File: src/rtl/irqc_pkg.sv
package irqc_pkg;

    localparam int PRIO_W   = 4;
    localparam int CODE_W   = 12;
    localparam int REG_W    = 16;
    localparam int FPR      = REG_W / PRIO_W;
    localparam int NUM_PINS = 4;
    localparam int CODE_SH  = 5;

    localparam int ADDR_CTRL    = 0;
    localparam int ADDR_PINPRIO = 1;
    localparam int ADDR_PER0    = 2;

    typedef logic [PRIO_W-1:0] prio_t;
    typedef logic [CODE_W-1:0] code_t;

    localparam code_t LVL_BASE = 12'h200;
    localparam code_t PIN_BASE = 12'h400;
    localparam code_t PER_BASE = 12'h500;

    typedef struct packed {
        logic  req;
        prio_t prio;
        code_t code;
    } src_t;

    typedef enum logic [1:0] {
        ACC_IDLE,
        ACC_SEEN,
        ACC_HELD
    } acc_state_e;

    function automatic code_t level_code(input prio_t lvl);
        return LVL_BASE + (code_t'(lvl) << CODE_SH);
    endfunction

    function automatic code_t pin_code(input int j);
        return PIN_BASE + (code_t'(j) << CODE_SH);
    endfunction

    function automatic code_t per_code(input int i);
        return PER_BASE + (code_t'(i) << CODE_SH);
    endfunction

endpackage

File: src/rtl/irqc_regs.sv
module irqc_regs
    import irqc_pkg::*;
#(
    parameter int NUM_PERIPH = 8,
    parameter int ADDR_W     = 4
) (
    input  logic              clk,
    input  logic              rst,
    input  logic              wr,
    input  logic [ADDR_W-1:0] addr,
    input  logic [REG_W-1:0]  wdata,
    output logic [REG_W-1:0]  rdata,
    output logic              indep_mode,
    output prio_t             pin_prio [NUM_PINS],
    output prio_t             per_prio [NUM_PERIPH]
);

    localparam int NPR = (NUM_PERIPH + FPR - 1) / FPR;

    logic             ctrl_q;
    logic [REG_W-1:0] pin_q;
    logic [REG_W-1:0] per_q [NPR];

    always_ff @(posedge clk) begin
        if (rst) begin
            ctrl_q <= 1'b0;
            pin_q  <= '0;
            for (int k = 0; k < NPR; k++) per_q[k] <= '0;
        end else if (wr) begin
            if (addr == ADDR_W'(ADDR_CTRL))    ctrl_q <= wdata[0];
            if (addr == ADDR_W'(ADDR_PINPRIO)) pin_q  <= wdata;
            for (int k = 0; k < NPR; k++)
                if (addr == ADDR_W'(ADDR_PER0 + k)) per_q[k] <= wdata;
        end
    end

    always_comb begin
        rdata = '0;
        if (addr == ADDR_W'(ADDR_CTRL))    rdata = REG_W'(ctrl_q);
        if (addr == ADDR_W'(ADDR_PINPRIO)) rdata = pin_q;
        for (int k = 0; k < NPR; k++)
            if (addr == ADDR_W'(ADDR_PER0 + k)) rdata = per_q[k];
    end

    assign indep_mode = ctrl_q;

    for (genvar j = 0; j < NUM_PINS; j++) begin : g_pin
        assign pin_prio[j] = pin_q[j*PRIO_W +: PRIO_W];
    end

    for (genvar i = 0; i < NUM_PERIPH; i++) begin : g_per
        assign per_prio[i] = per_q[i/FPR][(i%FPR)*PRIO_W +: PRIO_W];
    end

    // A write lands in the register at the edge that samples it
    assert_write_lands_R2: assert property (@(posedge clk) disable iff (rst)
        (wr && addr == ADDR_W'(ADDR_PINPRIO)) |=> (pin_q == $past(wdata)));

endmodule

File: src/rtl/irqc_sources.sv
module irqc_sources
    import irqc_pkg::*;
#(
    parameter int NUM_PERIPH = 8,
    localparam int NS        = NUM_PINS + NUM_PERIPH
) (
    input  logic                  indep_mode,
    input  logic [NUM_PINS-1:0]   ext_req_n,
    input  prio_t                 pin_prio [NUM_PINS],
    input  logic [NUM_PERIPH-1:0] periph_req,
    input  prio_t                 per_prio [NUM_PERIPH],
    output src_t                  srcs [NS]
);

    prio_t enc_level;
    assign enc_level = prio_t'(~ext_req_n);

    always_comb begin
        for (int j = 0; j < NUM_PINS; j++) begin
            srcs[j].req  = indep_mode & ~ext_req_n[j];
            srcs[j].prio = pin_prio[j];
            srcs[j].code = pin_code(j);
        end
        if (!indep_mode) begin
            srcs[0].req  = (enc_level != '0);
            srcs[0].prio = enc_level;
            srcs[0].code = level_code(enc_level);
        end
    end

    for (genvar i = 0; i < NUM_PERIPH; i++) begin : g_per
        assign srcs[NUM_PINS+i].req  = periph_req[i];
        assign srcs[NUM_PINS+i].prio = per_prio[i];
        assign srcs[NUM_PINS+i].code = per_code(i);
    end

endmodule

File: src/rtl/irqc_arbiter.sv
module irqc_arbiter
    import irqc_pkg::*;
#(
    parameter int NS = 12
) (
    input  logic  clk,
    input  logic  rst,
    input  src_t  srcs [NS],
    output logic  win_any,
    output prio_t win_prio,
    output code_t win_code
);

    always_comb begin
        win_any  = 1'b0;
        win_prio = '0;
        win_code = '0;
        for (int i = 0; i < NS; i++) begin
            if (srcs[i].req && srcs[i].prio > win_prio) begin
                win_any  = 1'b1;
                win_prio = srcs[i].prio;
                win_code = srcs[i].code;
            end
        end
    end

    for (genvar i = 0; i < NS; i++) begin : g_chk
        // No live request outranks the reported winner
        assert_max_prio_R7: assert property (@(posedge clk) disable iff (rst)
            srcs[i].req |-> (srcs[i].prio <= win_prio));
    end

endmodule

File: src/rtl/irq_prio_ctrl.sv
module irq_prio_ctrl
    import irqc_pkg::*;
#(
    parameter int NUM_PERIPH = 8,
    parameter int ADDR_W     = 4
) (
    input  logic                  clk,
    input  logic                  rst,
    input  logic                  reg_wr,
    input  logic [ADDR_W-1:0]     reg_addr,
    input  logic [REG_W-1:0]      reg_wdata,
    output logic [REG_W-1:0]      reg_rdata,
    input  logic [NUM_PINS-1:0]   ext_req_n,
    input  logic [NUM_PERIPH-1:0] periph_req,
    input  logic [PRIO_W-1:0]     cpu_mask,
    input  logic                  cpu_block,
    input  logic                  int_ack,
    output logic                  int_accept,
    output logic [CODE_W-1:0]     event_code
);

    localparam int NS = NUM_PINS + NUM_PERIPH;

    logic       indep_mode;
    prio_t      pin_prio [NUM_PINS];
    prio_t      per_prio [NUM_PERIPH];
    src_t       srcs [NS];
    logic       win_any;
    prio_t      win_prio;
    code_t      win_code;
    logic       cand;
    acc_state_e state_q;
    code_t      code_q;

    irqc_regs #(.NUM_PERIPH(NUM_PERIPH), .ADDR_W(ADDR_W)) u_regs (
        .clk        (clk),
        .rst        (rst),
        .wr         (reg_wr),
        .addr       (reg_addr),
        .wdata      (reg_wdata),
        .rdata      (reg_rdata),
        .indep_mode (indep_mode),
        .pin_prio   (pin_prio),
        .per_prio   (per_prio)
    );

    irqc_sources #(.NUM_PERIPH(NUM_PERIPH)) u_src (
        .indep_mode (indep_mode),
        .ext_req_n  (ext_req_n),
        .pin_prio   (pin_prio),
        .periph_req (periph_req),
        .per_prio   (per_prio),
        .srcs       (srcs)
    );

    irqc_arbiter #(.NS(NS)) u_arb (
        .clk      (clk),
        .rst      (rst),
        .srcs     (srcs),
        .win_any  (win_any),
        .win_prio (win_prio),
        .win_code (win_code)
    );

    assign cand = win_any && (win_prio > cpu_mask);

    always_ff @(posedge clk) begin
        if (rst) begin
            state_q <= ACC_IDLE;
            code_q  <= '0;
        end else begin
            unique case (state_q)
                ACC_IDLE: if (cand && !cpu_block) state_q <= ACC_SEEN;
                ACC_SEEN: begin
                    if (cpu_block) begin
                        state_q <= ACC_IDLE;
                    end else begin
                        state_q <= ACC_HELD;
                        code_q  <= cand ? win_code : '0;
                    end
                end
                ACC_HELD: if (int_ack) state_q <= ACC_IDLE;
                default:  state_q <= ACC_IDLE;
            endcase
        end
    end

    assign int_accept = (state_q == ACC_HELD);
    assign event_code = code_q;

    assert_block_gate_R8: assert property (@(posedge clk) disable iff (rst)
        $rose(int_accept) |-> !$past(cpu_block));

    assert_mask_gate_R6: assert property (@(posedge clk) disable iff (rst)
        ($rose(int_accept) && event_code != '0) |-> ($past(win_prio) > $past(cpu_mask)));

    assert_hold_until_ack_R9: assert property (@(posedge clk) disable iff (rst)
        (int_accept && !int_ack) |=> int_accept);

    assert_code_stable_R9: assert property (@(posedge clk) disable iff (rst)
        !$rose(int_accept) |-> $stable(event_code));

endmodule

File: config.mk
export PLATFORM = sky130hd
export DESIGN_NAME = irq_prio_ctrl
export DESIGN_NICKNAME = d
export VERILOG_FILES = /design/src/rtl/irqc_pkg.sv /design/src/rtl/irqc_regs.sv /design/src/rtl/irqc_sources.sv /design/src/rtl/irqc_arbiter.sv /design/src/rtl/irq_prio_ctrl.sv
export SDC_FILE = /design/constraint.sdc
export NUM_CORES = 1
export LEC_CHECK = 0
export ABC_AREA = 1
export BUFFER_PORTS_ARGS = -buffer_cell sky130_fd_sc_hd__buf_4
export CAP_MARGIN = 20
export CORE_MARGIN = 8
export CORE_UTILIZATION = 63
export CTS_CLUSTER_DIAMETER = 30
export DETAILED_ROUTE_END_ITERATION = 8
export PLACE_DENSITY = 0.87
export SLEW_MARGIN = 15
export SYNTH_ARGS = -nofsm -noshare
export SYNTH_HDL_FRONTEND = slang
export SYNTH_SLANG_ARGS = --single-unit
File: constraint.sdc
create_clock -name clk -period 23.2 [get_ports clk]
set_input_delay 3.48 -clock clk [delete_from_list [all_inputs] [get_ports clk]]
set_output_delay 3.48 -clock clk [all_outputs]
set_load 0.005 [all_outputs]
# Word-level counts from Yosys, hierarchy flattened
# Memories as Yosys holds them, arrays and structs flattened.
# Index checks and enable logic that the tools add are counted.
# Widths: inputs -> output; s select.
dict set report totals {
  input_bits 41
  word_cells 118
  mem_count 1
  output_inout_bits 29
  mem_bits_rw 32
  ff_bits 31
}
dict set report classes {
  bitwise 12
  n_mux 58
  order_cmp 13
  n_addsub 1
  n_eq_ne 7
  reduce_logical 22
}
# memory depth word_bits rd rd_ports_with_merged_regs write_ports line
set mem_list {}
lappend mem_list {u_regs.per_q 2 16 2 0 2 irqc_regs.sv:22} ;# logic [REG_W-1:0] per_q [NPR];
# cell n
set op_table {}
lappend op_table {{$mux 12} 13}
lappend op_table {{$mux 16} 5}
lappend op_table {{$gt 4x4->1} 12}
lappend op_table {{$mux 4} 12}
lappend op_table {{$mux 1} 23}
lappend op_table {{$mux 17} 1}
lappend op_table {{$logic_and 1x1->1} 14}
lappend op_table {{$add 10x9->11 const A} 1}
lappend op_table {{$eq 4x2->1 const B} 2}
lappend op_table {{$reduce_and 2->1} 4}
lappend op_table {{$mux 2} 3}
lappend op_table {{$pmux 2 s3} 1}
lappend op_table {{$not 1->1} 5}
lappend op_table {{$and 1x1->1} 4}
lappend op_table {{$eq 4x1->1 const B} 1}
lappend op_table {{$gt 4x1->1 const B} 1}
lappend op_table {{$logic_not 4->1} 1}
lappend op_table {{$ne 2x2->1 const B} 2}
lappend op_table {{$not 4->4} 1}
lappend op_table {{$reduce_bool 4->1} 1}
lappend op_table {{$eq 2x1->1 const B} 1}
lappend op_table {{$eq 2x2->1 const B} 1}
lappend op_table {{$logic_not 2->1} 1}
lappend op_table {{$or 1x1->1} 2}
lappend op_table {{$logic_not 1->1} 1}

# Depth between registers and ports, before layout
dict set report logic_depth {
  ltp_word 44
  depth_mapped 115
}

# Cells and area by module
# Synthesis repeated with hierarchy kept, for this count alone.
dict set report hier_totals {
  hier_cells 1312
  hier_area_um2 8529.4
}
# module seq_area_each_um2 instances area_each_um2 cells_each
set modules_own_cells {}
lappend modules_own_cells {irqc_arbiter 0.0 1 3853.7 730}
lappend modules_own_cells {irqc_regs 1301.2 1 2343.5 282}
lappend modules_own_cells {irqc_sources 0.0 1 1550.2 215}
lappend modules_own_cells {irq_prio_ctrl 280.3 1 782.0 85}

# Worst setup path before layout
# OpenSTA, ideal clock, no wires.
dict set report synth_path {
  path_kind {input port to flip-flop}
  start {in ext_req_n[1]}
  end {reg code_q[5] (netlist: event_code[5])}
  arrival_ns 15.569
  setup_slack_ns 7.561
  setup_time_ns 0.071
  n_path_buf 5
  required_time_ns 23.129
  stages 107
  cell_sequence {inv_1 -> nand2_1 -> o21ai_0 -> nor2_1 -> nand3_1 -> nand2_1 -> inv_1 -> nand2_1 -> ha_1 -> nand2_1 -> nor2_1 -> nor2_4 -> nand2_4 -> o21ai_0 -> ha_1 -> inv_1 -> o21bai_1 -> nand4_1 -> [71 not listed] -> nand2_1 -> ha_1 -> a21oi_1 -> o21ai_0 -> nand2_1 -> nor2_1 -> inv_1 -> nand3_1 -> nand2_1 -> ha_1 -> inv_1 -> o21bai_1 -> a221oi_1 -> a31oi_1 -> nand2_1 -> nor2_2 -> nand2_1 -> a21oi_1}
}
dict set report synth_between {
  elab_chain_cells 41
  word_cells_on_any_way 68
  cone_classes {order compare (13); mux (38); bitwise (3); reduce/logical (14)}
}
# element line
set synth_rtl {}
lappend synth_rtl {{from (decl)} irq_prio_ctrl.sv:13} ;# input logic [NUM_PINS-1:0] ext_req_n,
lappend synth_rtl {{$not 4->4} irqc_sources.sv:16} ;# assign enc_level = prio_t'(~ext_req_n);
lappend synth_rtl {{$mux 17 / $reduce_bool 4->1 (equally long branches)} {irqc_sources.sv:24, irqc_sources.sv:25}}
lappend synth_rtl {{$gt 4x1->1 / $mux 17 (equally long branches)} {irqc_arbiter.sv:19, irqc_sources.sv:24}}
lappend synth_rtl {{$logic_and 1x1->1} irqc_arbiter.sv:19} ;# if (srcs[i].req && srcs[i].prio > win_prio) begin
lappend synth_rtl {{$mux 4} irqc_arbiter.sv:19}
lappend synth_rtl {{$gt 4x4->1} irqc_arbiter.sv:19}
lappend synth_rtl {{$logic_and 1x1->1} irqc_arbiter.sv:19}
lappend synth_rtl {{$mux 4} irqc_arbiter.sv:19}
lappend synth_rtl {{[25 not listed]} --}
lappend synth_rtl {{$logic_and 1x1->1} irqc_arbiter.sv:19}
lappend synth_rtl {{$mux 4} irqc_arbiter.sv:19}
lappend synth_rtl {{$gt 4x4->1} irqc_arbiter.sv:19}
lappend synth_rtl {{$logic_and 1x1->1} irqc_arbiter.sv:19}
lappend synth_rtl {{$mux 4} irqc_arbiter.sv:19}
lappend synth_rtl {{$gt 4x4->1} irq_prio_ctrl.sv:65} ;# assign cand = win_any && (win_prio > cpu_mask);
lappend synth_rtl {{$logic_and 1x1->1} irq_prio_ctrl.sv:65}
lappend synth_rtl {{$mux 12 (*)} irq_prio_ctrl.sv:79} ;# code_q <= cand ? win_code : '0;
lappend synth_rtl {{to (signal assigned)} irq_prio_ctrl.sv:79}
lappend synth_rtl {{to (decl)} irq_prio_ctrl.sv:33} ;# code_t code_q;
# Mark *: on every way between the ends. The rest lies on a longest branch, timed or not.
# A chain may end at the register's enable or synchronous reset.

# Worst setup path after layout
dict set report layout_path {
  start {in ext_req_n[3]}
  end {reg code_q[5] (netlist: event_code[5])}
}
# The elaborated chain is that of the path after synthesis.

==> results.sh <==
export IMPL_antenna_left=0
export IMPL_cts_num_sinks=57
export IMPL_fin_hold_ws_ns=0.471
export IMPL_synthArstFlopShare=0
export IMPL_p_sw_frac=0.460
export IMPL_p_sw_w=0.000220
export IMPL_clk_latency_ns=0.33
export IMPL_cts_path_max_buffers=2
export IMPL_cts_buffers=9
export IMPL_slowest_delay_ns=0.37
export IMPL_synth_area_per_cell_um2=7.06
export IMPL_dr_pass1_iters=6
export IMPL_nFillCells=597
export IMPL_grt_pass1_wl_mm=24.3
export IMPL_antenna_found_initial=0
export IMPL_vias=5110
export IMPL_reg2reg_from="u_regs.indep_mode$_SDFFE_PP0P_"
export IMPL_fin_nets=840
export IMPL_crit_top_cell="nand2_1"
export IMPL_synthCells=703
export IMPL_outcome="complete, no violations"
export IMPL_rsz0062_at_grt="false"
export IMPL_ir_drop_mv=0.0624
export IMPL_num_rows=32
export IMPL_drtIter0Drc=627
export IMPL_final_common_cell="nand2_1"
export IMPL_internal_power_w=0.000259
export IMPL_finalMaxSlewViolations=0
export IMPL_worstSetupPathType="in2reg"
export IMPL_cts_setup_buffers=0
export IMPL_area_delta_synth_final_pct=14.0
export IMPL_wl_per_cell_um=17.4
export IMPL_hold_viol_final=0
export IMPL_drc_errors=0
export IMPL_synth_ff_type="edfxtp_1"
export IMPL_power_density_nw_per_um2=84.7
export IMPL_die_h_um=105
export IMPL_port_buffers=63
export IMPL_seq_area_frac_synth=0.295
export IMPL_cp_start_kind="primary input"
export IMPL_place_gp_congestion=1.01
export IMPL_crit_start="ext_req_n[3]"
export IMPL_cts_resized=0
export IMPL_wl_mm=15.1
export IMPL_grt_pass1_vias=5059
export IMPL_synth_seq_cells=57
export IMPL_ys_types=35
export IMPL_cts_tree="yes"
export IMPL_hp_start="event_code[9]$_SDFFE_PP0P_"
export IMPL_layout_common_cells="nand2_1 (150), inv_1 (122), nand3_1 (67), buf_4 (65), nor2_1 (51)"
export IMPL_h_tree_depth=3
export IMPL_synth_edff_count=32
export IMPL_synth_warnings=0
export IMPL_post_drt_via_cell_ratio=5.87
export IMPL_holdBufCountCts=0
export IMPL_end_kind="register"
export IMPL_finClkSkew_ns=0.00813
export IMPL_critPathRequiredTime_ns=23.47
export IMPL_cap_violations=0
export IMPL_hpwl_mm=12.1
export IMPL_grt_start_max_net_pins=27
export IMPL_clkSlewWorstSetupHoldPaths_ns=0.07
export IMPL_worstMarginPinSlew_ns=0.859
export IMPL_finalSetupViolCount=0
export IMPL_p_leak_nw=2.87
export IMPL_start_util=0.645
export IMPL_drive_gt1_frac=0.194
export IMPL_slew_headroom=0.426
export IMPL_antennaDiodeCount=0
export IMPL_combPwrFrac=0.556
export IMPL_core_region_area_um2=7690
export IMPL_die_area_um2=11000
export IMPL_cts_root_buffer="clkbuf_8"
export IMPL_num_io_pins=70
export IMPL_critPathSlowestCell="ha_1"
export IMPL_setup_tns_ns=0
export IMPL_fin_crit_sh=0.759
export IMPL_cp_max_fo=16
export IMPL_overflow=0
export IMPL_arrival_ns=17.87
export IMPL_grt_use_total=0.273
export IMPL_fp_dieW_um=105
export IMPL_fin_crit_ns=17.60
export IMPL_seq_power_share=0.246
export IMPL_syn_area_um2=4960
export IMPL_fmax_ghz=0.0568
export IMPL_min_path_type="reg2reg"
export IMPL_pwr_share_clk=0.198
==> sequential cells by signal, indices dropped and copies added, names as in the netlist <==
register,cells
event_code,6
state_q,2
u_regs.indep_mode,1
u_regs.per_q,32
u_regs.pin_q,16
==> final cells by class <==
class	count	area, um2	share of cell area
multi-input combinational	503	2890	0.512
clock buffer	11	174	0.0308
inverter	127	477	0.0843
tap	102	128	0.0226
sequential	57	1460	0.258
clock inverter	5	32.5	0.00575
timing repair buffer	65	488	0.0863
==> logic make-up after synthesis <==
| group | share of synthesized area |
|---|---|
| adders and majority gates | 0.0908 |
| and+or+nand+nor | 0.345 |
| buffers and inverters | 0.126 |
| AOI/OAI and AO/OA | 0.143 |
| DFF | 0.295 |
| other | 0.000756 |
==> stage by stage <==
stage | instances | setup slack, ns | total power (W) | util | instance area (um2)
finish | 870 | 5.60 | 0.000479 | 0.736 | 5650
global placement | 854 | 6.34 | 0.000367 | 0.709 | 5450
floorplan | 708 | 7.56 | 0.000321 | - | 4980
CTS | 870 | 5.88 | 0.000475 | 0.736 | 5650
global route | 870 | 4.25 | 0.000521 | 0.736 | 5650
detailed placement | 854 | 5.74 | 0.000379 | 0.709 | 5450
==> synthesized netlist by cell type, types with 4 or more instances <==
library cell / instances / area (um2)
clkbuf_1: 9 / 33.8
nor2_4: 7 / 78.8
nand4_1: 8 / 50.1
o21bai_1: 12 / 90.1
nand2_1: 150 / 563
ha_1: 36 / 450
nor2_1: 51 / 191
nand3_1: 67 / 335
nand2_4: 11 / 124
dfxtp_1: 25 / 500
nor2_2: 8 / 50.1
o221ai_1: 12 / 105
buf_6: 6 / 67.6
o21ai_1: 4 / 20.0
o21ai_0: 43 / 215
buf_4: 6 / 45.0
nor3_1: 6 / 30.0
nand3_2: 13 / 130
a21oi_1: 38 / 190
inv_1: 122 / 458
edfxtp_1: 32 / 961
nand2_2: 17 / 106
inv_2: 4 / 15.0
==> metal layers <==
layer  vias up  share of wire  wire length [um]  GRT usage
li1       2423              -                 -          -
met1      2269           0.38              5680      0.319
met2       355           0.45              6860      0.445
met3        63           0.12              1800     0.0823
met4         0          0.052               783      0.135
met5         -              0                 0          0
==> worst max-delay path: cells and delay by family <==
kind	cells	cell delay [ns]
and+or+nand+nor	48	5.26
AOI/OAI and AO/OA	25	3.57
buffers and inverters	21	1.65
adders and majority gates	12	3.86
==> power groups by stage <==
| stage | clock network (W) | registers (W) | logic, W |
|---|---|---|---|
| floorplan | 0 | 0.000118 | 0.000203 |
| global placement | 0 | 0.000119 | 0.000248 |
| detailed placement | 0 | 0.000120 | 0.000259 |
| CTS | 0.0000947 | 0.000117 | 0.000263 |
| global route | 0.0000993 | 0.000118 | 0.000303 |
| finish | 0.0000949 | 0.000118 | 0.000267 |
==> path summary, 6_finish.rpt <==
check | endpoint | slack [ns] | depth (start not counted)
setup / recovery | event_code[5]$_SDFFE_PP0P_ | 5.60 | 106
hold / removal | event_code[9]$_SDFFE_PP0P_ | 0.47 | 2
setup reg to reg | event_code[5]$_SDFFE_PP0P_ | 8.14 | 104
hold reg to reg | event_code[9]$_SDFFE_PP0P_ | 0.47 | 2
(Power assumes the default switching activity.)
